<file path="src/rtl/exp_selftest_pkg.sv">
package exp_selftest_pkg;
  localparam int unsigned EXP_DATA_W  = 8;
  localparam int unsigned EXP_ADDR_W  = 3;
  localparam int unsigned EXP_FAN_IDX = 4;  // write here fans out
  localparam int unsigned EXP_PAIR_HI = 5;  // high byte of shift pair
  localparam int unsigned EXP_PAIR_LO = 6;  // low byte, read triggers shift
  localparam int unsigned EXP_LO_INIT = 1;  // reset value of low byte
endpackage

</file>
<file path="src/rtl/exp_st_decode.sv">
module exp_st_decode
  import exp_selftest_pkg::*;
#(
  parameter int unsigned ADDR_W  = EXP_ADDR_W,
  parameter int unsigned FAN_IDX = EXP_FAN_IDX,
  parameter int unsigned PAIR_HI = EXP_PAIR_HI,
  parameter int unsigned PAIR_LO = EXP_PAIR_LO,
  localparam int unsigned NREG   = 1 << ADDR_W
) (
  input  logic [ADDR_W-1:0] addr,
  input  logic              rd_en,
  input  logic              wr_en,
  output logic [NREG-1:0]   load_en,
  output logic              shift_en
);
  localparam logic [ADDR_W-1:0] FAN_A = ADDR_W'(FAN_IDX);
  localparam logic [ADDR_W-1:0] LO_A  = ADDR_W'(PAIR_LO);

  always_comb begin
    load_en = '0;
    if (wr_en) begin
      load_en[addr] = 1'b1;
      if (addr == FAN_A) begin
        load_en[PAIR_HI] = 1'b1;
        load_en[PAIR_LO] = 1'b1;
      end
    end
  end

  // the write strobe has priority and suppresses the shift
  assign shift_en = rd_en && !wr_en && (addr == LO_A);
endmodule

</file>
<file path="src/rtl/exp_st_bank.sv">
module exp_st_bank
  import exp_selftest_pkg::*;
#(
  parameter int unsigned DATA_W  = EXP_DATA_W,
  parameter int unsigned ADDR_W  = EXP_ADDR_W,
  parameter int unsigned PAIR_HI = EXP_PAIR_HI,
  parameter int unsigned PAIR_LO = EXP_PAIR_LO,
  parameter int unsigned LO_INIT = EXP_LO_INIT,
  localparam int unsigned NREG   = 1 << ADDR_W
) (
  input  logic                        clk,
  input  logic                        rst_n,
  input  logic [NREG-1:0]             load_en,
  input  logic                        shift_en,
  input  logic [DATA_W-1:0]           wr_data,
  output logic [NREG-1:0][DATA_W-1:0] regs_q
);
  logic [DATA_W-1:0] q [NREG];

  for (genvar i = 0; i < NREG; i++) begin : g_reg
    localparam logic [DATA_W-1:0] RST_V =
      (i == PAIR_LO) ? DATA_W'(LO_INIT) : '0;
    logic [DATA_W-1:0] shift_v;

    if (i == PAIR_HI) begin : g_hi
      assign shift_v = {q[PAIR_HI][DATA_W-2:0], q[PAIR_LO][DATA_W-1]};
    end else if (i == PAIR_LO) begin : g_lo
      assign shift_v = {q[PAIR_LO][DATA_W-2:0], 1'b0};
    end else begin : g_plain
      assign shift_v = q[i];
    end

    always_ff @(posedge clk or negedge rst_n) begin
      if (!rst_n)           q[i] <= RST_V;
      else if (load_en[i])  q[i] <= wr_data;
      else if (shift_en)    q[i] <= shift_v;
    end

    assign regs_q[i] = q[i];
  end
endmodule

</file>
<file path="src/rtl/exp_selftest_unit.sv">
module exp_selftest_unit
  import exp_selftest_pkg::*;
#(
  parameter int unsigned DATA_W  = EXP_DATA_W,
  parameter int unsigned ADDR_W  = EXP_ADDR_W,
  parameter int unsigned FAN_IDX = EXP_FAN_IDX,
  parameter int unsigned PAIR_HI = EXP_PAIR_HI,
  parameter int unsigned PAIR_LO = EXP_PAIR_LO,
  parameter int unsigned LO_INIT = EXP_LO_INIT
) (
  input  logic              clk,
  input  logic              rst_n,
  input  logic [ADDR_W-1:0] addr,
  input  logic              rd_en,
  input  logic              wr_en,
  input  logic [DATA_W-1:0] wr_data,
  output logic [DATA_W-1:0] rd_data
);
  localparam int unsigned NREG = 1 << ADDR_W;
  localparam logic [ADDR_W-1:0] FAN_A = ADDR_W'(FAN_IDX);
  localparam logic [ADDR_W-1:0] LO_A  = ADDR_W'(PAIR_LO);

  logic [NREG-1:0]             load_en;
  logic                        shift_en;
  logic [NREG-1:0][DATA_W-1:0] regs_q;

  exp_st_decode #(
    .ADDR_W(ADDR_W), .FAN_IDX(FAN_IDX), .PAIR_HI(PAIR_HI), .PAIR_LO(PAIR_LO)
  ) u_decode (
    .addr(addr), .rd_en(rd_en), .wr_en(wr_en),
    .load_en(load_en), .shift_en(shift_en)
  );

  exp_st_bank #(
    .DATA_W(DATA_W), .ADDR_W(ADDR_W), .PAIR_HI(PAIR_HI),
    .PAIR_LO(PAIR_LO), .LO_INIT(LO_INIT)
  ) u_bank (
    .clk(clk), .rst_n(rst_n), .load_en(load_en), .shift_en(shift_en),
    .wr_data(wr_data), .regs_q(regs_q)
  );

  // read returns the pre-edge value; any shift lands on the edge
  assign rd_data = regs_q[addr];

  AST_FANOUT_WRITE: assert property (@(posedge clk) disable iff (!rst_n)
    (wr_en && addr == FAN_A) |=>
      (regs_q[FAN_IDX] == $past(wr_data)) && (regs_q[PAIR_HI] == $past(wr_data))
      && (regs_q[PAIR_LO] == $past(wr_data)));

  AST_PAIR_SHIFT: assert property (@(posedge clk) disable iff (!rst_n)
    (rd_en && !wr_en && addr == LO_A) |=>
      ({regs_q[PAIR_HI], regs_q[PAIR_LO]} ==
       {$past({regs_q[PAIR_HI], regs_q[PAIR_LO]}) << 1}));

  AST_READ_NO_EFFECT: assert property (@(posedge clk) disable iff (!rst_n)
    (rd_en && !wr_en && addr != LO_A) |=> $stable(regs_q));

  AST_IDLE_HOLD: assert property (@(posedge clk) disable iff (!rst_n)
    (!rd_en && !wr_en) |=> $stable(regs_q));

  AST_WRITE_WINS: assert property (@(posedge clk) disable iff (!rst_n)
    (rd_en && wr_en && addr != FAN_A) |=>
      (regs_q[$past(addr)] == $past(wr_data)));
endmodule

</file>
<file path="config.mk">
export PLATFORM = sky130hd
export DESIGN_NAME = exp_selftest_unit
export DESIGN_NICKNAME = d
export VERILOG_FILES = /design/src/rtl/exp_selftest_pkg.sv /design/src/rtl/exp_st_decode.sv /design/src/rtl/exp_st_bank.sv /design/src/rtl/exp_selftest_unit.sv
export SDC_FILE = /design/constraint.sdc
export NUM_CORES = 1
export LEC_CHECK = 0
export CORE_MARGIN = 5
export CORE_UTILIZATION = 50
export CTS_CLUSTER_SIZE = 24
export DETAILED_ROUTE_END_ITERATION = 16
export GPL_ROUTABILITY_DRIVEN = 0
export PLACE_DENSITY_LB_ADDON = 0.3
export SETUP_SLACK_MARGIN = 0.1
export SYNTH_ARGS = -nofsm -noshare
export SYNTH_HDL_FRONTEND = slang
export SYNTH_SLANG_ARGS = --single-unit
</file>
<file path="constraint.sdc">
create_clock -name clk -period 1.46 [get_ports clk]
set_input_delay 0.146 -clock clk [delete_from_list [all_inputs] [get_ports clk]]
set_output_delay 0.146 -clock clk [all_outputs]
set_load 0.02 [all_outputs]
</file>
# ---- Yosys cells after proc, flatten, opt, wreduce, memory -nomap -nowiden
# Index checks and enable logic that the tools add are counted.
dict set report classes {
  n_lt_le_gt_ge 2
  n_eq_ne 2
  n_mux 10
  n_reduce_logical 6
}
# cell n
set op_table {}
lappend op_table {{$mux 8} 6}
lappend op_table {{$bmux 8 s3} 1}
lappend op_table {{$eq 3x3->1 const B} 2}
lappend op_table {{$lt 3x4->1 const B} 1}
lappend op_table {{$reduce_bool 2->1} 2}
lappend op_table {{$demux 1 s3} 1}
lappend op_table {{$ge 3x1->1 const B} 1}
lappend op_table {{$logic_and 1x1->1} 3}
lappend op_table {{$mux 2} 1}
lappend op_table {{$logic_not 1->1} 1}
lappend op_table {{$mux 1} 1}
dict set report totals {
  regBits 64
  inputBits 15
  out_inout_bits 8
  wordCells 28
}

# ---- Longest topological paths before layout
dict set report logic_depth {
  ltp_word 7
  ltp_mapped 6
  ltp_nobuf 3
}

# ---- By module
# Synthesis repeated with hierarchy kept, for this count alone.
dict set report hier_totals {
  hier_cells 213
  hier_area_um2 3140.5
}
# module instances cells_each area_each_um2 seq_area_each_um2
set modules_own_cells {}
lappend modules_own_cells {exp_st_bank 1 170 2511.2 1602.8}
lappend modules_own_cells {exp_selftest_unit 1 29 550.5 0.0}
lappend modules_own_cells {exp_st_decode 1 14 78.8 0.0}

# ---- Worst setup path before layout
# OpenSTA, ideal clock, no wires.
dict set report synth_timing {
  path_type {input -> output}
  from {input addr[2]}
  to {output rd_data[0]}
  arrival_ns 1.275
  required_ns 1.314
  setup_slack_ns 0.039
  path_stages 5
  path_buffers 3
  cell_sequence {buf_2 -> buf_4 -> buf_1 -> a31oi_1 -> o211ai_1}
}
dict set report synth_between {
  elab_chain_cells 2
}
# item line
set synth_lines {}
lappend synth_lines {{start, declared} exp_selftest_unit.sv:13} ;# input logic [ADDR_W-1:0] addr,
lappend synth_lines {{$bmux 8 s3} exp_selftest_unit.sv:43} ;# assign rd_data = regs_q[addr];
lappend synth_lines {{$mux 8 (implied by the code)} exp_selftest_unit.sv:43}
lappend synth_lines {{end, declared} exp_selftest_unit.sv:17} ;# output logic [DATA_W-1:0] rd_data
# Every way passes these cells. The select of a mux whose other input is x is not followed.

# ---- Worst setup path after layout
dict set report layout_timing {
  from {register u_bank.q, in the netlist u_bank.g_reg[7].shift_v[2]}
  to {output rd_data[2]}
}
dict set report layout_between {
  elab_chain_cells 2
}
# item line
set layout_lines {}
lappend layout_lines {{start, declared} exp_st_bank.sv:18} ;# logic [DATA_W-1:0] q [NREG];
lappend layout_lines {{start signal, assigned by index} exp_st_bank.sv:35} ;# else if (load_en[i]) q[i] <= wr_data;
lappend layout_lines {{start signal, assigned by index} exp_st_bank.sv:36} ;# else if (shift_en) q[i] <= shift_v;
lappend layout_lines {{$bmux 8 s3} exp_selftest_unit.sv:43}
lappend layout_lines {{$mux 8 (implied by the code)} exp_selftest_unit.sv:43}
# Every way passes these cells. The select of a mux whose other input is x is not followed.

==> out/metrics.yaml <==
sta:
  maxClockFrequency_ghz: 0.570
  period_share_pct: 120
  drv_slew: 0
  finalSetupViolations: 8
  rsz0062_at_grt: "true"
  period_needed_ns: 1.76
  worst_pin_slew_ns: 0.334
  hold_viol: 0
  fin_skew_ns: 0.00611
  max_slew_margin_pct: 77.6
  worst_slack_ns: -0.295
worst_setup_path:
  cp-start-kind: "register"
  critPathKind: "register to output port"
  cp.required_ns: 1.31
  cp.arrival_ns: 1.61
  worst_setup_path_end_kind: "output port"
  crit_fanout: 2
floorplan:
  die_area_sq_um: 8200
  ios: 23
  rows: 29
  start_util_pct: 51.1
  die_w_um: 90.6
  coreArea_sq_um: 6350
  dieHeight_um: 90.6
detailed_routing:
  drt_iter0_drc: 129
  wl_per_cell_um: 19.3
  drt_pass1_iterations: 4
  drc: 0
  vias: 2414
  via_per_inst: 5.76
  routed_wl_mm: 8.08
  ant_nets: 0
global_route:
  antenna_found_initial: 0
  grt_max_degree: 31
  grt_pass1_vias: 2600
  track_usage_pct: 21.2
  grt_overflow: 0
  grt_pass1_wl_mm: 13.8
final_layout:
  fillerInstances: 480
  nets: 352
  n_antenna_cell: 0
  areaGrowthSynthToFinish_pct: 34.3
  layoutNonFillerInstCount: 419
  layout_commonest_cell: "buf_4"
  drive_gt1_share_pct: 51.8
  layout_common_cells: "buf_4, dfrtp_1, mux2_2, o22ai_1, clkbuf_8"
  final_util_pct: 68.7
clock_network:
  cts_buffers: 9
  clk_pin_slew_worst_paths_ns: 0.07
  clk_latency_ns: 0.34
  htree_levels: 3
  cts_sinks: 64
  root_buffer: "clkbuf_8"
  clockBufferDepth: 2
  cts_tree: "built"
synthesis:
  ys_warn_count: 0
  ys_seq_elements: 64
  ys.flop_type: "dfrtp_1"
  syn_nets: 262
  syn_inst: 247
  ys_seq_area_share_pct: 49.4
  ys_types: 42
  syn_area_per_cell_sq_um: 13.1
  synth_edf_count: 0
  syn_area_sq_um: 3250
  async_flop_share_pct: 100
pwr:
  powerDensity_nw_per_um2: 1220
  ir_worst_vdd_uv: 854
  p_leak_nw: 1.97
placement:
  pre_cts_ws_ns: -0.784
  dp_cells: 395
  portBuffers: 22
  hpwl_mm: 5.82
flow_run:
  cap_violations: 0
hold_path:
  hold_class: "primary input to async pin"
run_status:
  violations: "setup timing"
  status: "finished with violations"
==> cells by family (layout without fill, tap and decap cells) <==
logic type	Yosys count	after routing	synth area share (%)
mux	68	68	25.5
flops	64	64	49.4
compound gates	58	58	13.5
simple gates	35	35	7.79
buf+inv	22	117	3.86
==> area by class of cell <==
type | instances | area, sq um | share of cell area [%]
sequential | 64 | 1600 | 36.8
multi-input combinational | 161 | 1580 | 36.3
timing repair buffer | 95 | 855 | 19.6
clock buffer | 13 | 159 | 3.64
tap | 77 | 96.3 | 2.21
clock inverter | 3 | 40.0 | 0.918
inverter | 6 | 25.0 | 0.574
==> through the flow <==
stage          total power [mW]  hold WS [ns]  TNS [ns]  cell area (sq um)
3_5_place_dp               3.73        0.0640    -35.07               4020
4_1_cts                    5.32         0.232    -0.961               4290
2_1_floorplan              3.12        -0.150         0               3250
5_1_grt                    5.63         0.269     -1.33               4360
6_report                   5.32         0.232    -0.826               4360
3_3_place_gp               3.68        0.0636    -33.22               4020
==> cells in the mapped netlist, types with 2 or more instances <==
master     n  area share (%)
o211ai_1   6             1.4
a21oi_1    8             1.2
a211o_1    6             1.6
a221o_1    8             2.5
mux2_2    45              16
nor3_1     2            0.31
o32a_1     4             1.2
o22ai_1   12             2.3
dfrtp_1   63              49
inv_1      5            0.58
buf_4      7             1.6
nor3b_1    4            0.93
nor3_4     3             1.5
a21boi_0   4            0.93
mux2_4     8             3.7
nand2_1    5            0.58
a31oi_1    5            0.96
and2_1     8             1.5
mux4_2     4             2.8
clkbuf_1   2            0.23
nand3_1    2            0.31
buf_2      5            0.77
mux2i_1   11             3.4
nand2b_1   2            0.39
==> critical path: stages (launching register included) <==
cell	delay, ns
dfrtp_1	0.40
mux4_2	0.47
mux2_4	0.27
buf_6	0.13
==> final timing paths <==
path                                                           to  slack, ns                                    from  cells past startpoint
setup / recovery                                       rd_data[2]      -0.30  u_bank.g_reg[7].shift_v[2]$_DFFE_PN0P_                      3
hold / removal             u_bank.g_reg[3].shift_v[4]$_DFFE_PN0P_       0.23                                   rst_n                      2
setup reg to reg                    u_bank.regs_q[46]$_DFFE_PN0P_       0.39           u_bank.regs_q[46]$_DFFE_PN0P_                      3
hold reg to reg            u_bank.g_reg[0].shift_v[4]$_DFFE_PN0P_       0.51  u_bank.g_reg[0].shift_v[4]$_DFFE_PN0P_                      1
max in group asynchronous           u_bank.regs_q[50]$_DFFE_PN0P_       0.62                                   rst_n                      3
min in group clk                    u_bank.regs_q[52]$_DFFE_PN0P_       0.30                                 addr[2]                      4
==> where the power goes <==
part	total, mW	internal, mW	switching [mW]
clock network	1.52	0.877	0.647
registers	2.36	2.15	0.206
logic	1.44	0.866	0.573
total	5.32	3.89	1.43
==> per-layer routing <==
layer  routed length [um]  GRT usage, %
met1                 3410          27.2
met2                 4130          34.3
met3                  373          5.67
met4                  163          7.94
met5                    0             0
==> registers in the layout, indices dropped and copies added (netlist names) <==
| name | flops |
|---|---|
| u_bank.regs_q | 16 |
| u_bank.g.shift_v | 48 |
==> repair_timing <==
action	CTS	global route
buffers inserted	4	2
cloned	0	1
pin swaps	13	4
hold buffers	1	0
setup endpoints to repair	66	32
hold endpoints to repair	12	0
gates resized for setup	65	12
Note: power is estimated with default switching activity, not from simulation.
